### src/rtl/ata_pio_pkg.sv
package ata_pio_pkg;
  localparam int FIELD_W = 8;
  localparam int WORD_W  = 4 * FIELD_W;

  typedef enum logic [2:0] {
    PH_IDLE    = 3'd0,
    PH_SETUP   = 3'd1,
    PH_STROBE  = 3'd2,
    PH_HOLD    = 3'd3,
    PH_RECOVER = 3'd4
  } phase_e;

  // packed MSB first: recovery[31:24], hold[23:16], strobe[15:8], setup[7:0]
  typedef struct packed {
    logic [FIELD_W-1:0] recov;
    logic [FIELD_W-1:0] hold;
    logic [FIELD_W-1:0] pulse;
    logic [FIELD_W-1:0] setup;
  } pio_timing_t;
endpackage

### src/rtl/ata_pio_timing_sel.sv
module ata_pio_timing_sel
  import ata_pio_pkg::*;
#(
  parameter int NUM_DEV = 2,
  localparam int DEV_W  = (NUM_DEV > 1) ? $clog2(NUM_DEV) : 1
) (
  input  logic [NUM_DEV*WORD_W-1:0] cmd_words_i,
  input  logic [NUM_DEV*WORD_W-1:0] data_words_i,
  input  logic [DEV_W-1:0]          dev_i,
  input  logic                      data_cycle_i,
  output pio_timing_t               timing_o
);
  pio_timing_t cmd_set  [NUM_DEV];
  pio_timing_t data_set [NUM_DEV];

  for (genvar d = 0; d < NUM_DEV; d++) begin : g_unpack
    assign cmd_set[d]  = pio_timing_t'(cmd_words_i[d*WORD_W +: WORD_W]);
    assign data_set[d] = pio_timing_t'(data_words_i[d*WORD_W +: WORD_W]);
  end

  always_comb begin
    timing_o = data_cycle_i ? data_set[0] : cmd_set[0];
    for (int d = 1; d < NUM_DEV; d++) begin
      if (dev_i == DEV_W'(d)) timing_o = data_cycle_i ? data_set[d] : cmd_set[d];
    end
  end
endmodule

### src/rtl/ata_pio_phase_fsm.sv
module ata_pio_phase_fsm
  import ata_pio_pkg::*;
(
  input  logic        clk_i,
  input  logic        rst_ni,
  input  logic        start_i,
  input  pio_timing_t timing_i,
  input  logic        wait_en_i,
  input  logic        iordy_i,
  output phase_e      phase_o,
  output logic        launch_o,
  output logic        strobe_end_o,
  output logic        done_o
);
  phase_e             phase_q;
  logic [FIELD_W-1:0] cnt_q;
  logic [FIELD_W-1:0] pulse_q, hold_q, recov_q;
  logic               wait_en_q;
  logic               last_clk, stall;

  assign last_clk     = (cnt_q == '0);
  assign stall        = wait_en_q && !iordy_i;
  assign launch_o     = (phase_q == PH_IDLE) && start_i;
  assign strobe_end_o = (phase_q == PH_STROBE) && last_clk && !stall;
  assign done_o       = (phase_q == PH_RECOVER) && last_clk;
  assign phase_o      = phase_q;

  always_ff @(posedge clk_i or negedge rst_ni) begin
    if (!rst_ni) begin
      phase_q   <= PH_IDLE;
      cnt_q     <= '0;
      pulse_q   <= '0;
      hold_q    <= '0;
      recov_q   <= '0;
      wait_en_q <= 1'b0;
    end else begin
      unique case (phase_q)
        PH_IDLE: if (start_i) begin
          phase_q   <= PH_SETUP;
          cnt_q     <= timing_i.setup;
          pulse_q   <= timing_i.pulse;
          hold_q    <= timing_i.hold;
          recov_q   <= timing_i.recov;
          wait_en_q <= wait_en_i;
        end
        PH_SETUP: if (last_clk) begin
          phase_q <= PH_STROBE;
          cnt_q   <= pulse_q;
        end else cnt_q <= cnt_q - 1'b1;
        PH_STROBE: if (strobe_end_o) begin
          phase_q <= PH_HOLD;
          cnt_q   <= hold_q;
        end else if (!last_clk) cnt_q <= cnt_q - 1'b1;
        PH_HOLD: if (last_clk) begin
          phase_q <= PH_RECOVER;
          cnt_q   <= recov_q;
        end else cnt_q <= cnt_q - 1'b1;
        PH_RECOVER: if (last_clk) phase_q <= PH_IDLE;
                    else cnt_q <= cnt_q - 1'b1;
        default: phase_q <= PH_IDLE;
      endcase
    end
  end

  // ready low on the last strobe clock keeps the strobe
  assert_iordy_stretch_R8: assert property (@(posedge clk_i) disable iff (!rst_ni)
    (phase_q == PH_STROBE && last_clk && wait_en_q && !iordy_i) |=> phase_q == PH_STROBE);
  assert_done_single_R2: assert property (@(posedge clk_i) disable iff (!rst_ni)
    done_o |=> (phase_q == PH_IDLE && !done_o));
  // setup is only entered from idle
  assert_no_restart_R10: assert property (@(posedge clk_i) disable iff (!rst_ni)
    (phase_q != PH_IDLE && phase_q != PH_SETUP) |=> phase_q != PH_SETUP);
endmodule

### src/rtl/ata_pio_datapath.sv
module ata_pio_datapath
  import ata_pio_pkg::*;
#(
  parameter int DATA_W = 16,
  parameter int ADDR_W = 3,
  parameter int DEV_W  = 1
) (
  input  logic              clk_i,
  input  logic              rst_ni,
  input  logic              launch_i,
  input  logic              strobe_end_i,
  input  phase_e            phase_i,
  input  logic              write_i,
  input  logic [ADDR_W-1:0] addr_i,
  input  logic [DEV_W-1:0]  dev_i,
  input  logic [DATA_W-1:0] wdata_i,
  input  logic [DATA_W-1:0] rdata_dev_i,
  output logic              dior_no,
  output logic              diow_no,
  output logic              data_oe_o,
  output logic [DATA_W-1:0] wdata_o,
  output logic [ADDR_W-1:0] addr_o,
  output logic [DEV_W-1:0]  dev_o,
  output logic [DATA_W-1:0] rdata_o
);
  logic              wr_q;
  logic [ADDR_W-1:0] addr_q;
  logic [DEV_W-1:0]  dev_q;
  logic [DATA_W-1:0] wdata_q, rdata_q;
  logic              in_strobe, drive_win;

  assign in_strobe = (phase_i == PH_STROBE);
  assign drive_win = (phase_i == PH_SETUP) || in_strobe || (phase_i == PH_HOLD);

  always_ff @(posedge clk_i or negedge rst_ni) begin
    if (!rst_ni) begin
      wr_q    <= 1'b0;
      addr_q  <= '0;
      dev_q   <= '0;
      wdata_q <= '0;
    end else if (launch_i) begin
      wr_q    <= write_i;
      addr_q  <= addr_i;
      dev_q   <= dev_i;
      wdata_q <= wdata_i;
    end
  end

  always_ff @(posedge clk_i or negedge rst_ni) begin
    if (!rst_ni)                     rdata_q <= '0;
    else if (strobe_end_i && !wr_q)  rdata_q <= rdata_dev_i;
  end

  assign dior_no   = !(in_strobe && !wr_q);
  assign diow_no   = !(in_strobe && wr_q);
  assign data_oe_o = drive_win && wr_q;
  assign wdata_o   = data_oe_o ? wdata_q : '0;
  assign addr_o    = addr_q;
  assign dev_o     = dev_q;
  assign rdata_o   = rdata_q;

  assert_one_strobe_R5: assert property (@(posedge clk_i) disable iff (!rst_ni)
    !(!dior_no && !diow_no));
  assert_oe_not_read_R6: assert property (@(posedge clk_i) disable iff (!rst_ni)
    data_oe_o |-> dior_no);
  assert_read_capture_R7: assert property (@(posedge clk_i) disable iff (!rst_ni)
    $rose(dior_no) |-> rdata_o == $past(rdata_dev_i));
  assert_addr_hold_R11: assert property (@(posedge clk_i) disable iff (!rst_ni)
    (phase_i != PH_IDLE) |=> $stable(addr_o) && $stable(dev_o));
endmodule

### src/rtl/ata_pio_timer.sv
module ata_pio_timer
  import ata_pio_pkg::*;
#(
  parameter int NUM_DEV = 2,
  parameter int DATA_W  = 16,
  parameter int ADDR_W  = 3,
  localparam int DEV_W  = (NUM_DEV > 1) ? $clog2(NUM_DEV) : 1
) (
  input  logic                      clk_i,
  input  logic                      rst_ni,
  input  logic                      start_i,
  input  logic                      write_i,
  input  logic                      data_cycle_i,
  input  logic [DEV_W-1:0]          dev_i,
  input  logic [ADDR_W-1:0]         addr_i,
  input  logic [DATA_W-1:0]         wdata_i,
  input  logic [NUM_DEV*WORD_W-1:0] cmd_timing_i,
  input  logic [NUM_DEV*WORD_W-1:0] data_timing_i,
  input  logic [NUM_DEV-1:0]        iordy_en_i,
  input  logic                      iordy_i,
  input  logic [DATA_W-1:0]         rdata_dev_i,
  output logic                      dior_no,
  output logic                      diow_no,
  output logic [ADDR_W-1:0]         addr_o,
  output logic [DEV_W-1:0]          dev_o,
  output logic                      data_oe_o,
  output logic [DATA_W-1:0]         wdata_o,
  output logic [DATA_W-1:0]         rdata_o,
  output logic                      busy_o,
  output logic                      done_o
);
  pio_timing_t timing_sel;
  phase_e      phase;
  logic        launch, strobe_end;

  ata_pio_timing_sel #(.NUM_DEV(NUM_DEV)) u_sel (
    .cmd_words_i  (cmd_timing_i),
    .data_words_i (data_timing_i),
    .dev_i        (dev_i),
    .data_cycle_i (data_cycle_i),
    .timing_o     (timing_sel)
  );

  ata_pio_phase_fsm u_fsm (
    .clk_i        (clk_i),
    .rst_ni       (rst_ni),
    .start_i      (start_i),
    .timing_i     (timing_sel),
    .wait_en_i    (iordy_en_i[dev_i]),
    .iordy_i      (iordy_i),
    .phase_o      (phase),
    .launch_o     (launch),
    .strobe_end_o (strobe_end),
    .done_o       (done_o)
  );

  ata_pio_datapath #(.DATA_W(DATA_W), .ADDR_W(ADDR_W), .DEV_W(DEV_W)) u_dp (
    .clk_i        (clk_i),
    .rst_ni       (rst_ni),
    .launch_i     (launch),
    .strobe_end_i (strobe_end),
    .phase_i      (phase),
    .write_i      (write_i),
    .addr_i       (addr_i),
    .dev_i        (dev_i),
    .wdata_i      (wdata_i),
    .rdata_dev_i  (rdata_dev_i),
    .dior_no      (dior_no),
    .diow_no      (diow_no),
    .data_oe_o    (data_oe_o),
    .wdata_o      (wdata_o),
    .addr_o       (addr_o),
    .dev_o        (dev_o),
    .rdata_o      (rdata_o)
  );

  assign busy_o = (phase != PH_IDLE);

  assert_done_busy_R2: assert property (@(posedge clk_i) disable iff (!rst_ni)
    done_o |-> busy_o);
endmodule

### config.mk
export PLATFORM = sky130hd
export DESIGN_NAME = ata_pio_timer
export DESIGN_NICKNAME = d
export VERILOG_FILES = /design/src/rtl/ata_pio_pkg.sv /design/src/rtl/ata_pio_timing_sel.sv /design/src/rtl/ata_pio_phase_fsm.sv /design/src/rtl/ata_pio_datapath.sv /design/src/rtl/ata_pio_timer.sv
export SDC_FILE = /design/constraint.sdc
export NUM_CORES = 1
export LEC_CHECK = 0
export ABC_CLOCK_PERIOD_IN_PS = 2280
export BUFFER_PORTS_ARGS = -buffer_cell sky130_fd_sc_hd__buf_2
export CORE_MARGIN = 3
export CORE_UTILIZATION = 43
export DETAILED_ROUTE_END_ITERATION = 8
export GPL_TIMING_DRIVEN = 0
export PLACE_DENSITY = 0.78
export SLEW_MARGIN = 20
export SYNTH_ARGS = -nofsm -noshare
export SYNTH_HDL_FRONTEND = slang
export SYNTH_HIERARCHICAL = 1
export SYNTH_SLANG_ARGS = --single-unit
### constraint.sdc
create_clock -name clk_i -period 2.28 [get_ports clk_i]
set_input_delay 0.114 -clock clk_i [delete_from_list [all_inputs] [get_ports clk_i]]
set_output_delay 0.114 -clock clk_i [all_outputs]
set_load 0.03 [all_outputs]
==> impl_metrics.json <==
{
  "outcome": "finished clean",
  "synth.top_cells.by_count": "dfrtp_1 (73), mux2_2 (34), mux2_4 (34), mux4_2 (30), nor3b_1 (19)",
  "synth.most_common_cell": "dfrtp_1",
  "synth-edff-count": 0,
  "grt_pass1_wl_um": 19890,
  "max_stage_delay_ps": 540,
  "num_vias": 3953,
  "post-route-util": 0.6525,
  "wl_met2_um": 7258,
  "final_cell_area_um2": 6525,
  "path_clk_slew_ps": 90,
  "die_area_um2": 11740,
  "syn_inst": 329,
  "dr_wl_met3_um": 672,
  "arrival_ps": 2420,
  "placed_cells_incl_taps": 674,
  "synth_largest_area_cell": "dfrtp_1",
  "num_rows": 36,
  "ff_latch_area_um2": 1833,
  "path_cells": "or4_1, and2_1, buf_6, nand2_4, inv_4, buf_6, clkbuf_4, mux2_2",
  "ys_ff_latch": 73,
  "placed_area_um2": 5754,
  "synthFlopType": "dfrtp_1",
  "fmax_mhz": 457.1,
  "hold_slack_ps": 143.7,
  "async_flop_share": 1.000,
  "cts_max_level": 3,
  "r2r.worst_path.cells": 8,
  "min_path_type": "input pin to register",
  "syn-num-nets": 503,
  "root_buffer": "clkbuf_8",
  "cp_common_cell": "buf_6",
  "drt_iter0_drc": 271,
  "clk_path_buf_depth": 2,
  "min_path_cells": 3,
  "r2r-start": "u_fsm/phase_o[2]$_DFFE_PN0P_",
  "crit_path_start_kind": "register",
  "wire_per_inst_um": 17.61,
  "synth.distinct_cells": 45,
  "antenna_left": 0,
  "viasPerCell": 5.342,
  "fin_setup_tns_ps": 0,
  "critPathBufInv": 4,
  "maxCapViolations": 0,
  "grtUsageTotal": 0.2207,
  "period_minus_slack_ps": 2188,
  "start_util": 0.4505,
  "hold-path-endpoint": "u_fsm/wait_en_q$_DFFE_PN0P_",
  "final_nets": 776,
  "hold_violations": 0,
  "gp_congestion": 0.8699,
  "crit_family": "simple AND/OR/NAND/NOR gates",
  "p_total_mw": 6.246,
  "cp_max_fo": 12,
  "fin_skew_ps": 13.46,
  "cts.sinks": 73,
  "synth_area_leaders": "dfrtp_1 (41%), mux4_2 (15%), mux2_4 (11%), mux2_2 (8.5%), nor3b_1 (3.2%)",
  "yosysWarnings": 6,
  "cp_data_required_time_ps": 2510,
  "die_w_um": 108.4,
  "power_density_nw_per_um2": 957.2,
  "design.core.area_um2": 10000,
  "relSlewSlack": 0.6173,
  "end_kind": "register",
  "io_pins": 213,
  "r2r_setup_slack_ps": 90,
  "crit_type": "register to register",
  "antenna_found_initial": 0,
  "instances_no_fill": 740,
  "worst_slew_pin_slew_ps": 571.9,
  "antenna_cells": 0,
  "setup_viol_count_final": 0,
  "rr_endpoint": "u_dp/wdata_q[12]$_DFFE_PN0P_",
  "fill_cells": 765,
  "syn_avg_cell_area_um2": 13.69,
  "port_buffers": 211,
  "grt_pass1_vias": 4011,
  "peakVddDrop_mv": 0.4168,
  "top_layer": "met4",
  "drc_errors": 0,
  "min_from": "iordy_en_i[1]",
  "ys_seq_area_frac": 0.4056,
  "area_growth_pct": 44.86,
  "dp_hpwl_um": 9665,
  "die_h_um": 108.4,
  "grt-ovfl-total": 0,
  "setup_slack_ps": 92.35,
  "dp_slack_ps": -426.5,
  "cts_buffers": 9,
  "tritoncts": "done",
  "drtPass1Iterations": 4,
  "cp_slowest_cell": "or4_1",
  "drive_gt1_frac": 0.6194,
  "period_share": 0.9595,
  "wirelength_met1_um": 4839,
  "syn-cell-area_um2": 4504,
  "worst_skew_pair.late_latency_ps": 350,
  "slew_viol_final": 0,
  "synth_top_area_frac": 0.4056,
  "p_leak_nw": 3.032,
  "multiInputGateArea_um2": 2516,
  "wirelength_um": 13030,
  "grt_max_degree": 43
}
registers in the layout (all words and copies together), names as in the netlist, 3 cells and up:
register       flops
u_fsm/pulse_q      8
u_dp/rdata_o      16
u_fsm/recov_q      8
u_fsm/phase_o      3
u_fsm/cnt_q        8
u_dp/wdata_q      16
u_fsm/hold_q       8
u_dp/addr_o        3
timing repair:
item	in CTS	in global routing
hold endpoints to repair	65	2
setup buffers	1	12
gates resized for setup	15	7
hold buffers	35	2
pin swaps	0	1
endpoints found under the setup margin	38	38
per-layer routing:
layer  GRT usage  vias to the layer above
met5           0                        -
met4     0.06853                        0
met3     0.03403                       20
met2      0.4174                      157
met1      0.2547                     1953
li1            -                     1823
cell type report:
type / instances / share of cell area
buffer: 24 / 0.03337
clock buffer: 10 / 0.01956
clock inverter: 6 / 0.01381
inverter: 6 / 0.004219
multi-input combinational: 226 / 0.3856
sequential: 73 / 0.2809
tap: 133 / 0.02550
timing repair buffer: 262 / 0.2370
cell families (layout without fill, tap and decap cells):
family / Yosys count / after routing / synth area share
buffers and inverters: 30 / 308 / 0.05278
adders and majority gates: 2 / 2 / 0.005555
and+or+nand+nor: 70 / 70 / 0.09167
xor gates and xnor gates: 6 / 6 / 0.01167
muxes: 100 / 100 / 0.3600
DFF: 73 / 73 / 0.4056
AOI/OAI and AO/OA: 48 / 48 / 0.07278
how the worst max path moves through the flow:
stage	slack, ps	startpoint	to	cells past startpoint
global route	-4	u_fsm/phase_o[0]$_DFFE_PN0P_	u_fsm/cnt_q[3]$_DFFE_PN0P_	5
finish	90	u_fsm/phase_o[2]$_DFFE_PN0P_	u_dp/wdata_q[12]$_DFFE_PN0P_	8
global placement	-370	u_fsm/cnt_q[0]$_DFFE_PN0P_	u_dp/rdata_o[5]$_DFFE_PN0P_	9
CTS	2	u_fsm/cnt_q[2]$_DFFE_PN0P_	u_dp/rdata_o[13]$_DFFE_PN0P_	8
detailed placement	-430	u_fsm/cnt_q[0]$_DFFE_PN0P_	u_dp/rdata_o[14]$_DFFE_PN0P_	9
floorplan	50	u_fsm/cnt_q[0]$_DFFE_PN0P_	u_dp/rdata_o[10]$_DFFE_PN0P_	9
tightest hold or removal path, cell delays in order:
cell and delay, ps:
buf_2 70, mux2_2 140, mux2_4 140
layout by cell type (no fill, tap or decap), drive strengths merged, types with 5 or more instances in the layout:
cell and n:
a21oi 6, a221oi 6, buf 243, clkbuf 16
dfrtp 73, dlygate4sd3 37, inv 8, mux2 68
mux4 32, nand2 13, nand3 6, nor2 13
nor3b 19, o21ai 8, o22ai 5, o31ai 6
report_power, final:
part,total [mW],switching [mW],internal [mW]
combinational,2.92,1.42,1.51
sequential,2.20,0.385,1.82
clock,1.12,0.499,0.622
total,6.25,2.30,3.94
Power figures use the tool's default switching activity.
